<file path="src/rtl/sr_pf_pkg.sv">
package sr_pf_pkg;
  // Size of one speculative block in address bits.
  localparam int unsigned BLK_SHIFT = 8;
  // Largest region in blocks, bounded by the two-bit length code.
  localparam int unsigned MAX_BLKS  = 4;

  typedef logic [2:0] nblk_t;

  typedef enum logic [1:0] {
    LD_LIGHT  = 2'd0,
    LD_OPT    = 2'd1,
    LD_MOD    = 2'd2,
    LD_SEVERE = 2'd3
  } ep_load_e;

  // True when block number blk lies in [base, base+n).
  function automatic logic region_has(input logic [63:0] base, input nblk_t n,
                                      input logic [63:0] blk);
    return (blk >= base) && (blk < base + 64'(n));
  endfunction

  // Length code carried in the two low address bits of a speculative command.
  function automatic logic [1:0] len_code(input nblk_t n);
    return 2'(n - 3'd1);
  endfunction
endpackage

</file>
<file path="src/rtl/sr_demand_q.sv">
module sr_demand_q import sr_pf_pkg::*; #(
  parameter int unsigned AW    = 32,
  parameter int unsigned DEPTH = 8   // power of two
) (
  input  logic                    clk,
  input  logic                    rst_n,
  input  logic                    push,
  input  logic [AW-1:0]           push_addr,
  input  logic                    pop,
  output logic                    full,
  output logic                    empty,
  output logic [AW-1:0]           head_addr,
  output logic [AW-BLK_SHIFT-1:0] max_blk
);
  localparam int unsigned PW = $clog2(DEPTH);

  logic [AW-1:0]    slot_q [DEPTH];
  logic [DEPTH-1:0] vld_q, vld_d;
  logic [PW-1:0]    wp_q, wp_d, rp_q, rp_d;

  always_comb begin
    vld_d = vld_q;
    wp_d  = wp_q;
    rp_d  = rp_q;
    if (pop) begin
      vld_d[rp_q] = 1'b0;
      rp_d        = rp_q + PW'(1);
    end
    if (push) begin
      vld_d[wp_q] = 1'b1;
      wp_d        = wp_q + PW'(1);
    end
  end

  always_ff @(posedge clk or negedge rst_n) begin
    if (!rst_n) begin
      vld_q <= '0;
      wp_q  <= '0;
      rp_q  <= '0;
    end else begin
      vld_q <= vld_d;
      wp_q  <= wp_d;
      rp_q  <= rp_d;
    end
  end

  // Payload storage needs no reset: slots are read only while valid.
  always_ff @(posedge clk) begin
    if (push) slot_q[wp_q] <= push_addr;
  end

  assign full      = &vld_q;
  assign empty     = ~|vld_q;
  assign head_addr = slot_q[rp_q];

  always_comb begin
    max_blk = '0;
    for (int i = 0; i < int'(DEPTH); i++) begin
      if (vld_q[i] && (slot_q[i][AW-1:BLK_SHIFT] > max_blk))
        max_blk = slot_q[i][AW-1:BLK_SHIFT];
    end
  end
endmodule

</file>
<file path="src/rtl/sr_spec_q.sv">
module sr_spec_q import sr_pf_pkg::*; #(
  parameter int unsigned BW    = 24,
  parameter int unsigned DEPTH = 4   // power of two
) (
  input  logic          clk,
  input  logic          rst_n,
  input  logic          push,
  input  logic [BW-1:0] push_base,
  input  nblk_t         push_len,
  input  logic          pop,
  input  logic          ext,
  output logic          full,
  output logic          empty,
  output logic          single,
  output logic [BW-1:0] head_base,
  output nblk_t         head_len,
  output logic [BW-1:0] tail_base,
  output nblk_t         tail_len,
  output logic [BW-1:0] max_base
);
  localparam int unsigned PW = $clog2(DEPTH);

  logic [BW-1:0]    base_q [DEPTH];
  nblk_t            len_q  [DEPTH];
  logic [DEPTH-1:0] vld_q, vld_d;
  logic [PW-1:0]    wp_q, wp_d, rp_q, rp_d, tp;

  assign tp = wp_q - PW'(1);

  always_comb begin
    vld_d = vld_q;
    wp_d  = wp_q;
    rp_d  = rp_q;
    if (pop) begin
      vld_d[rp_q] = 1'b0;
      rp_d        = rp_q + PW'(1);
    end
    if (push) begin
      vld_d[wp_q] = 1'b1;
      wp_d        = wp_q + PW'(1);
    end
  end

  always_ff @(posedge clk or negedge rst_n) begin
    if (!rst_n) begin
      vld_q <= '0;
      wp_q  <= '0;
      rp_q  <= '0;
    end else begin
      vld_q <= vld_d;
      wp_q  <= wp_d;
      rp_q  <= rp_d;
    end
  end

  always_ff @(posedge clk) begin
    if (push) begin
      base_q[wp_q] <= push_base;
      len_q[wp_q]  <= push_len;
    end
    if (ext) len_q[tp] <= len_q[tp] + 3'd1;
  end

  assign full      = &vld_q;
  assign empty     = ~|vld_q;
  assign single    = ($countones(vld_q) == 1);
  assign head_base = base_q[rp_q];
  assign head_len  = len_q[rp_q];
  assign tail_base = base_q[tp];
  assign tail_len  = len_q[tp];

  always_comb begin
    max_base = '0;
    for (int i = 0; i < int'(DEPTH); i++) begin
      if (vld_q[i] && (base_q[i] > max_base)) max_base = base_q[i];
    end
  end
endmodule

</file>
<file path="src/rtl/sr_ring.sv">
module sr_ring import sr_pf_pkg::*; #(
  parameter int unsigned BW    = 24,
  parameter int unsigned DEPTH = 16  // power of two
) (
  input  logic          clk,
  input  logic          rst_n,
  input  logic          wr_en,
  input  logic [BW-1:0] wr_base,
  input  nblk_t         wr_len,
  input  logic [BW-1:0] qa_blk,
  output logic          qa_hit,
  input  logic [BW-1:0] qb_blk,
  output logic          qb_hit
);
  localparam int unsigned PW = $clog2(DEPTH);

  logic [BW-1:0]    base_q [DEPTH];
  nblk_t            len_q  [DEPTH];
  logic [DEPTH-1:0] vld_q, vld_d;
  logic [PW-1:0]    wp_q, wp_d;
  logic [DEPTH-1:0] ma, mb;

  always_comb begin
    vld_d = vld_q;
    wp_d  = wp_q;
    if (wr_en) begin
      vld_d[wp_q] = 1'b1;
      wp_d        = wp_q + PW'(1);
    end
  end

  always_ff @(posedge clk or negedge rst_n) begin
    if (!rst_n) begin
      vld_q <= '0;
      wp_q  <= '0;
    end else begin
      vld_q <= vld_d;
      wp_q  <= wp_d;
    end
  end

  always_ff @(posedge clk) begin
    if (wr_en) begin
      base_q[wp_q] <= wr_base;
      len_q[wp_q]  <= wr_len;
    end
  end

  // One comparator pair per entry, all entries searched in the same cycle.
  for (genvar g = 0; g < int'(DEPTH); g++) begin : g_ent
    assign ma[g] = vld_q[g] && region_has(64'(base_q[g]), len_q[g], 64'(qa_blk));
    assign mb[g] = vld_q[g] && region_has(64'(base_q[g]), len_q[g], 64'(qb_blk));
  end

  assign qa_hit = |ma;
  assign qb_hit = |mb;
endmodule

</file>
<file path="src/rtl/specrd_prefetch.sv">
module specrd_prefetch import sr_pf_pkg::*; #(
  parameter int unsigned AW        = 32,
  parameter int unsigned MQ_DEPTH  = 8,
  parameter int unsigned SQ_DEPTH  = 4,
  parameter int unsigned RB_DEPTH  = 16,
  parameter int unsigned WIN_AHEAD = 1
) (
  input  logic          clk,
  input  logic          rst_n,
  input  logic          ld_valid,
  output logic          ld_ready,
  input  logic [AW-1:0] ld_addr,
  input  logic [1:0]    ep_load,
  output logic          rq_valid,
  input  logic          rq_ready,
  output logic [AW-1:0] rq_addr,
  output logic          rq_spec,
  output logic          rq_hit
);
  localparam int unsigned BW = AW - BLK_SHIFT;
  localparam int unsigned WW = BW + 2;

  ep_load_e      lvl;
  logic [BW-1:0] ld_blk;
  logic          ld_fire, dm_fire, sp_fire, dm_avail, sp_ok;

  logic          mq_full, mq_empty;
  logic [AW-1:0] mq_head;
  logic [BW-1:0] mq_max;

  logic          sq_full, sq_empty, sq_single, sq_push, sq_ext;
  logic [BW-1:0] sq_hbase, sq_tbase, sq_max;
  nblk_t         sq_hlen, sq_tlen;

  logic          rb_hit_ld, rb_hit_dm;

  nblk_t         gran_q, gran_d;
  logic          cool_q, cool_d;

  logic [BW-1:0] top_blk;
  logic [WW-1:0] win_hi, room;
  nblk_t         clip_len;
  logic [AW-1:0] spec_addr;
  logic          track, tail_ok, in_tail, adj;

  assign lvl    = ep_load_e'(ep_load);
  assign ld_blk = ld_addr[AW-1:BLK_SHIFT];

  sr_demand_q #(.AW(AW), .DEPTH(MQ_DEPTH)) u_mq (
    .clk(clk), .rst_n(rst_n),
    .push(ld_fire), .push_addr(ld_addr), .pop(dm_fire),
    .full(mq_full), .empty(mq_empty), .head_addr(mq_head), .max_blk(mq_max)
  );

  sr_spec_q #(.BW(BW), .DEPTH(SQ_DEPTH)) u_sq (
    .clk(clk), .rst_n(rst_n),
    .push(sq_push), .push_base(ld_blk), .push_len(gran_q),
    .pop(sp_fire), .ext(sq_ext),
    .full(sq_full), .empty(sq_empty), .single(sq_single),
    .head_base(sq_hbase), .head_len(sq_hlen),
    .tail_base(sq_tbase), .tail_len(sq_tlen), .max_base(sq_max)
  );

  sr_ring #(.BW(BW), .DEPTH(RB_DEPTH)) u_rb (
    .clk(clk), .rst_n(rst_n),
    .wr_en(sp_fire), .wr_base(sq_hbase), .wr_len(clip_len),
    .qa_blk(ld_blk), .qa_hit(rb_hit_ld),
    .qb_blk(mq_head[AW-1:BLK_SHIFT]), .qb_hit(rb_hit_dm)
  );

  // Arbitration: demand reads always win the shared request channel.
  assign dm_avail = !mq_empty;
  assign sp_ok    = !sq_empty && (lvl != LD_SEVERE) && !((lvl == LD_MOD) && cool_q);
  assign rq_valid = dm_avail || sp_ok;
  assign rq_spec  = !dm_avail;
  assign dm_fire  = dm_avail && rq_ready;
  assign sp_fire  = !dm_avail && sp_ok && rq_ready;
  assign ld_ready = !mq_full;
  assign ld_fire  = ld_valid && ld_ready;

  // Window: region may not end beyond the highest pending block plus WIN_AHEAD.
  assign top_blk  = (mq_max > sq_max) ? mq_max : sq_max;
  assign win_hi   = WW'(top_blk) + WW'(WIN_AHEAD);
  assign room     = win_hi - WW'(sq_hbase) + WW'(1);
  assign clip_len = (room < WW'(sq_hlen)) ? nblk_t'(room) : sq_hlen;

  assign spec_addr = {sq_hbase, {(BLK_SHIFT-2){1'b0}}, len_code(clip_len)};
  assign rq_addr   = dm_avail ? mq_head : spec_addr;
  assign rq_hit    = dm_avail && rb_hit_dm;

  // Speculation bookkeeping for an accepted load.
  assign track   = ld_fire && !rb_hit_ld && (lvl != LD_SEVERE);
  assign tail_ok = !sq_empty && !(sq_single && sp_fire);
  assign in_tail = region_has(64'(sq_tbase), sq_tlen, 64'(ld_blk));
  assign adj     = (WW'(ld_blk) == WW'(sq_tbase) + WW'(sq_tlen)) &&
                   (sq_tlen < nblk_t'(MAX_BLKS));
  assign sq_ext  = track && tail_ok && !in_tail && adj;
  assign sq_push = track && !(tail_ok && (in_tail || adj)) && !sq_full;

  always_comb begin
    gran_d = gran_q;
    if (lvl == LD_SEVERE)
      gran_d = 3'd1;
    else if ((lvl == LD_LIGHT) && sp_fire)
      gran_d = (gran_q >= 3'd2) ? nblk_t'(MAX_BLKS) : (gran_q << 1);
    cool_d = sp_fire && (lvl == LD_MOD);
  end

  always_ff @(posedge clk or negedge rst_n) begin
    if (!rst_n) begin
      gran_q <= 3'd1;
      cool_q <= 1'b0;
    end else begin
      gran_q <= gran_d;
      cool_q <= cool_d;
    end
  end
endmodule

</file>
<file path="config.mk">
export PLATFORM = sky130hd
export DESIGN_NAME = specrd_prefetch
export DESIGN_NICKNAME = d
export VERILOG_FILES = /design/src/rtl/sr_pf_pkg.sv /design/src/rtl/sr_demand_q.sv /design/src/rtl/sr_spec_q.sv /design/src/rtl/sr_ring.sv /design/src/rtl/specrd_prefetch.sv
export SDC_FILE = /design/constraint.sdc
export NUM_CORES = 2
export LEC_CHECK = 0
export BUFFER_PORTS_ARGS = -buffer_cell sky130_fd_sc_hd__buf_2
export CAP_MARGIN = 20
export CORE_UTILIZATION = 41
export DETAILED_ROUTE_END_ITERATION = 12
export RECOVER_POWER = 100
export SLEW_MARGIN = 25
export SYNTH_ARGS = -nofsm -noshare
export SYNTH_HDL_FRONTEND = slang
export SYNTH_SLANG_ARGS = --single-unit
</file>
<file path="constraint.sdc">
create_clock -name clk -period 93.2 [get_ports clk]
set_clock_uncertainty 0.1 [all_clocks]
set_input_delay 18.64 -clock clk [delete_from_list [all_inputs] [get_ports clk]]
set_output_delay 18.64 -clock clk [all_outputs]
set_load 0.03 [all_outputs]
</file>
### Word level (Yosys, flattened, before mapping)

Memory sizes are Yosys's and may differ from the RTL's.
Cells that the tools add are included.

| operators by class | value |
|---|---|
| add/subtract/negate cells | 32 |
| magnitude comparators | 92 |
| equal/unequal tests | 5 |
| mux-type cells | 43 |
| bitwise gates (word level) | 7 |
| reduce and logical (&&, ||, !) cells | 122 |

Operators with widths:

| kind | number |
|---|---|
| $lt A24 B64 Y1 | 32 |
| $ge A24 B24 Y1 | 33 |
| $add A24 B3 Y25 | 18 |
| $mux W24 | 13 |
| $gt A24 B24 Y1 | 11 |
| $logic_and A1 B1 Y1 | 103 |
| $gt A24 B1 Y1 const B | 2 |
| $add A32 B32 Y32 | 1 |
| $eq A32 B2 Y1 const B | 1 |
| $mux W32 | 1 |
| $reduce_or A16 Y1 | 2 |
| $add A26 B1 Y26 const B | 1 |
| $lt A26 B3 Y1 | 1 |
| $sub A25 B24 Y26 | 1 |
| $add A24 B1 Y25 const B | 1 |
| $eq A24 B25 Y1 | 1 |
| $lt A24 B25 Y1 | 1 |
| $mux W8 | 2 |
| $or A16 B16 Y16 | 1 |
| $mux W3 | 5 |
| $mux W1 | 14 |
| $add A3 B1 Y3 const B | 3 |
| $and A8 B8 Y8 | 1 |
| $logic_not A1 Y1 | 8 |
| 32 further kinds | 44 |

| word-level totals | value |
|---|---|
| flip-flop bits (word level) | 46 |
| RAM bits | 796 |
| bits of input ports | 38 |
| output and inout bits | 36 |
| logic and storage cells | 316 |
| memories | 5 |

Memories:

| name | depth | bits a word | rd ports | clocked after memory_dff | write ports | line | source |
|---|---|---|---|---|---|---|---|
| u_rb.base_q | 16 | 24 | 16 | 0 | 1 | sr_ring.sv:17 | `logic [BW-1:0] base_q [DEPTH];` |
| u_mq.slot_q | 8 | 32 | 9 | 0 | 1 | sr_demand_q.sv:17 | `logic [AW-1:0] slot_q [DEPTH];` |
| u_sq.base_q | 4 | 24 | 6 | 0 | 1 | sr_spec_q.sv:23 | `logic [BW-1:0] base_q [DEPTH];` |
| u_rb.len_q | 16 | 3 | 16 | 0 | 1 | sr_ring.sv:18 | `nblk_t len_q [DEPTH];` |
| u_sq.len_q | 4 | 3 | 2 | 0 | 1 | sr_spec_q.sv:24 | `nblk_t len_q [DEPTH];` |

### Logic depth before layout (Yosys ltp)

An unclocked memory read counts as a cell.

| logic depth | value |
|---|---|
| depth after elaboration | 34 |
| gate-level depth with buffers | 159 |
| mapped depth without buffers | 148 |

### Hierarchy

Synthesis repeated with hierarchy kept, for this count alone.

| second synthesis, totals | value |
|---|---|
| cell total of the unflattened synthesis | 8580 |
| area, all modules | 85464.5 sq um |

Modules (own cells, without submodules):

| module | times used | cells each | area each (sq um) | seq. area each (sq um) |
|---|---|---|---|---|
| sr_ring | 1 | 5743 | 54836.3 | 13472.9 |
| sr_demand_q | 1 | 1472 | 17184.0 | 8037.7 |
| sr_spec_q | 1 | 659 | 8165.3 | 3443.3 |
| specrd_prefetch | 1 | 706 | 5278.8 | 101.3 |

### Worst setup path after synthesis

OpenSTA, ideal clock, no wires.

| path | value |
|---|---|
| kind | register to output |
| start point | memory u_mq.slot_q[0][18] |
| end point | output port rq_addr[0] |
| arrival | 25.155 ns |
| required time | 74.460 ns |
| slack | 49.305 ns |
| stages on the path, launching flop included | 156 |
| buffers on the path | 11 |
| cell sequence | edfxtp_1 > nor4_1 > nand4_1 > o21a_1 > clkbuf_1 > nand2_1 > ha_1 > nor2b_1 > o211ai_1 > a2111o_1 > nand4_1 > a21o_1 > buf_2 > buf_1 > nand2_1 > o21ai_0 > inv_1 > ha_1 > (+120 left out) > o21ai_0 > a21boi_0 > o21ai_0 > a21boi_0 > o21ai_0 > a21boi_0 > o21ai_0 > a21boi_0 > o21ai_0 > a21boi_0 > o21ai_0 > a21boi_0 > o21ai_0 > and3_1 > or4_1 > a2111oi_1 > mux2i_1 > a21oi_1 |

RTL lines:

| element | line | source |
|---|---|---|
| start: declaration | sr_demand_q.sv:17 |  |
| end: declaration | specrd_prefetch.sv:16 | `output logic [AW-1:0] rq_addr,` |

==> impl.org <==
** Finish
- The net count of the finished layout is 10,190.
- Fraction of final layout cells with drive strength greater than 1 :: 6.160%
- Layout-stage area growth over the synthesis result :: 9.628%
- After filler insertion, the fill cell instance count of the layout stands at between 15,000 and 20,000.
- Cells fill roughly 45% of the core in the end.

** Clock tree
- H-Tree Level Count :: 3
- Buffer cell driving the clock tree root :: sky130_fd_sc_hd__clkbuf_16
- Clock latency on the worst-skew pair :: 0.83 ns
- In this run the deepest clock path goes through 3 buffers.
- Post-cts gate resize count :: 0
- Number of hold-repair buffers added at the cts stage :: 0
- The tree built by TritonCTS fans out to between 800 and 900 sinks.
- Counting the buffers created by CTS gives 111.
- After clock tree synthesis, the setup repair step added 0 buffers.
- TritonCTS built the clock tree.
- Clock-pin slew was measured on the worst setup and hold paths at approximately 0.060 ns.

** Place
- DP Worst Slack :: about 45 ns
- Weighted congestion reported at the end of routability-driven placement :: 0.9348
- Count of buffers from port buffering :: 73
- The HPWL after detailed placement is 204,200 um.

** Yosys
- The synthesized netlist devotes 14.74% of its cell area to compound gates.
- By area the synthesized netlist is led by sky130_fd_sc_hd__ha_1 29%, sky130_fd_sc_hd__edfxtp_1 29%, sky130_fd_sc_hd__a21o_1 6.0%, sky130_fd_sc_hd__xnor2_1 4.2%, sky130_fd_sc_hd__a21oi_1 3.6%.
- Share of Yosys cell area claimed by the top area cell type :: 29.29%
- Adder-cell share of the synthesized area :: 29.82%
- Net count of the mapped netlist :: 9,959
- The commonest cells after synthesis are 1,928 x sky130_fd_sc_hd__ha_1, 796 x sky130_fd_sc_hd__edfxtp_1, 661 x sky130_fd_sc_hd__a21o_1.
- After synthesis, the share of cell area in mux cells is between 5 and 6%.
- After synthesis, the mean cell area works out to 10.33 sq um.
- The synthesized netlist devotes 4.285% of its cell area to XOR and XNOR gates.
- Library cell with the largest summed area after synthesis :: sky130_fd_sc_hd__ha_1
- In this run, synthesis inferred 796 flip-flops with an integrated enable.
- Counting flops and latches in the post-synthesis netlist gives 842.
- After synthesis, the largest family of logic cells by area is adder cells.
- Portion of the post-synthesis area used by sequential elements :: between 30% and 40%
- Of the total synthesized cell area, the portion taken by AND, OR, NAND and NOR gates is between 10% and 20%.
- Of all flip-flops after synthesis, the portion carrying an async set or reset was 5.463%.
- Synthesis handed over a netlist of 7,973 instances.
- Combined area of all synthesized cells :: 0.08235 sq mm
- The synthesized netlist contains between 80 and 90 unique library cells.
- sky130_fd_sc_hd__ha_1 is the most common cell in the netlist.
- Count of warnings emitted by yosys :: 0
- Dominant synthesized flop cell :: sky130_fd_sc_hd__edfxtp_1

** GRT
- First-pass GRT wire length :: 420,100 um
- The initial antenna violation count was 29.
- Maximum number of pins on one net before global-route repair :: 47
- The number of global-route vias before repair is 65,300.
- Global-route congestion overflow total :: 0
- GRT Util Overall :: between 20 and 30%

** Worst setup path
- Type of destination of the critical path :: primary output
- The cell family contributing the most delay on the critical path is compound AO/OA/AOI/OAI gates.
- For the worst setup path, the data required time is 74.46 ns.
- Delay of the slowest cell on the worst path :: 1.66 ns
- Startpoint Class :: register
- The critical path in this run is classified as reg2out.
- STA puts the critical path data arrival time at 36.99 ns.
- Of all nets on the critical path, the largest fanout is 46.
- Most used cell, CP :: sky130_fd_sc_hd__o21ai_0
- The number of buffers and inverters on the critical path is 16.
- Among all stages on the critical path, the largest delay is contributed by sky130_fd_sc_hd__clkbuf_1.

** Status
- Run status :: finished with violations
- Failing checks :: capacitance limit, slew limit

** Detailed routing
- Antenna-violating nets left :: 0
- Count of routing violations after the opening detailed-route iteration :: between 5,000 and 6,000
- 1st-pass router iterations :: 6
- Routed len/inst :: 26.02 um
- Routed WL :: 285,100 um
- After detailed routing, the number of remaining DRC violations is 0.
- Using the TritonRoute via totals, the vias-per-cell ratio works out to 5.915.
- Via Count :: 64,820

** Run
- Count of maximum capacitance violations :: 94

** Pwr
- For this design the static power due to leakage is 41.50 nW.
- IR analysis of the VDD net gives a maximum drop of ~0.000056 V.
- P per Cell Area :: 36.43 mW/mm^2

** STA
- At the pin with the least slew margin, the transition time is 4.795 ns.
- Worst slew margin :: -219.7%
- Total negative slack :: 0 ns
- Setup violations remaining at the end of the flow were counted as 0.
- Final hold analysis gives a worst-case slack of between 0.3 and 0.4 ns.
- After layout, the minimum clock period comes to 55.73 ns.
- Final clock period utilization by the worst path :: 59.80%
- Total count of max-transition violations in the final report :: 2,330
- The count of final hold-check violations is 0.
- RSZ-0062 raised after global routing :: no
- Timing would allow up to 17.94 MHz.
- In the post-route analysis, the smallest setup slack over all paths is 37.47 ns.

** Die
- Once the floorplan was initialized, standard cells occupied 41.25% of the core.
- Die span in y :: 450.2 um
- The die covers 0.2026 sq mm.
- After floorplanning, the core was sized to cover 0.1997 sq mm.
- The floorplan has 164 rows.
- Die outline width :: 450.2 um
- Count of boundary I/O pins :: 74

** Min path
- Worst min-delay path category :: reg2reg
-- final timing paths --
kind	slack, ns	startpoint	endpoint	cells after the start
setup / recovery	37.47	u_mq.slot_q[0][14]	rq_addr[1]	143
hold / removal	0.38	u_rb.vld_q[15]	u_rb.vld_q[15]	1
setup reg to reg	55.25	u_mq.slot_q[0][14]	u_rb.len_q[10][0]	141
hold reg to reg	0.38	u_rb.vld_q[15]	u_rb.vld_q[15]	1
max in group asynchronous	70.53	rst_n	u_sq.wp_q[0]	2
min in group asynchronous	17.79	rst_n	u_mq.wp_q[2]	1
-- flip-flops by register name, summed over array words and instances (netlist names), 8 cells and up --
| signal | flops |
|---|---|
| u_rb.vld_q | 16 |
| u_sq.base_q | 96 |
| u_sq.len_q | 12 |
| u_mq.vld_q | 8 |
| u_rb.base_q | 384 |
| u_rb.len_q | 48 |
| u_mq.slot_q | 256 |
-- area by class of cell --
class	instances	area [sq um]	area share, %
multi-input combinational	6375	54490	60.36
sequential	842	25060	27.76
timing repair buffer	218	1111	1.231
antenna	7	17.52	0.01940
inverter	651	2444	2.707
clock inverter	72	807.0	0.8939
tap	2656	3323	3.681
clock buffer	138	3022	3.347
-- placed cells by master, fill, tap and decap left out, types with 11 or more instances in the layout --
cell,instances
sky130_fd_sc_hd__mux2_4,18
sky130_fd_sc_hd__nand2_1,302
sky130_fd_sc_hd__and2_1,13
sky130_fd_sc_hd__a21oi_1,589
sky130_fd_sc_hd__clkbuf_16,113
sky130_fd_sc_hd__o2111ai_1,12
sky130_fd_sc_hd__a21boi_0,19
sky130_fd_sc_hd__inv_1,651
sky130_fd_sc_hd__mux2_2,44
sky130_fd_sc_hd__mux2_1,41
sky130_fd_sc_hd__o21a_1,70
sky130_fd_sc_hd__or2_2,22
sky130_fd_sc_hd__and3_1,46
sky130_fd_sc_hd__o21ai_0,373
sky130_fd_sc_hd__a31oi_1,25
sky130_fd_sc_hd__dfrtp_1,42
sky130_fd_sc_hd__nand4_1,229
sky130_fd_sc_hd__xnor2_1,397
sky130_fd_sc_hd__mux4_2,116
sky130_fd_sc_hd__nand2b_1,300
sky130_fd_sc_hd__and4_1,11
sky130_fd_sc_hd__a211oi_1,11
sky130_fd_sc_hd__o221ai_1,12
sky130_fd_sc_hd__nor4_1,59
sky130_fd_sc_hd__buf_4,61
sky130_fd_sc_hd__nor2_1,271
sky130_fd_sc_hd__nor3_1,96
sky130_fd_sc_hd__fa_1,20
sky130_fd_sc_hd__nor2b_1,274
sky130_fd_sc_hd__clkinv_2,22
sky130_fd_sc_hd__clkinv_1,16
sky130_fd_sc_hd__edfxtp_1,796
sky130_fd_sc_hd__o31ai_1,56
sky130_fd_sc_hd__mux2i_1,66
sky130_fd_sc_hd__buf_2,38
sky130_fd_sc_hd__ha_1,1928
sky130_fd_sc_hd__nand3_1,160
sky130_fd_sc_hd__clkbuf_1,133
sky130_fd_sc_hd__a21o_1,662
-- metal layers --
metal | part of all wire (%) | vias to the layer above | track usage, % | wire, um
met5 | 0.011 | - | 0 | 32
met4 | 5.1 | 6 | 12.88 | 14670
met3 | 7.4 | 632 | 4.254 | 21120
met2 | 45 | 2482 | 44.76 | 128100
met1 | 43 | 31420 | 36.25 | 121200
li1 | - | 30290 | - | -
-- cell families after synthesis --
logic type	count (synthesis)
and+or+nand+nor	1819
AOI/OAI and AO/OA	1917
muxes	286
adders and majority gates	1951
buffers and inverters	756
xor gates and xnor gates	402
DFF	842
-- report_power, final --
group	leakage, nW	internal [mW]	total (mW)	switching [mW]
logic	31.9	0.904	2.32	1.42
clock network	1.84	0.260	0.451	0.191
registers	7.75	0.482	0.519	0.0371
-- stage by stage --
stage	area (sq um)	std cells	total power, mW
after global placement	87060	10740	2.790
after detailed placement	87100	10740	2.819
after floorplan	82350	7973	2.056
after global routing	90260	10950	3.556
after CTS	90930	10950	3.291
final	90280	10960	3.289
(Power assumes the default switching activity.)
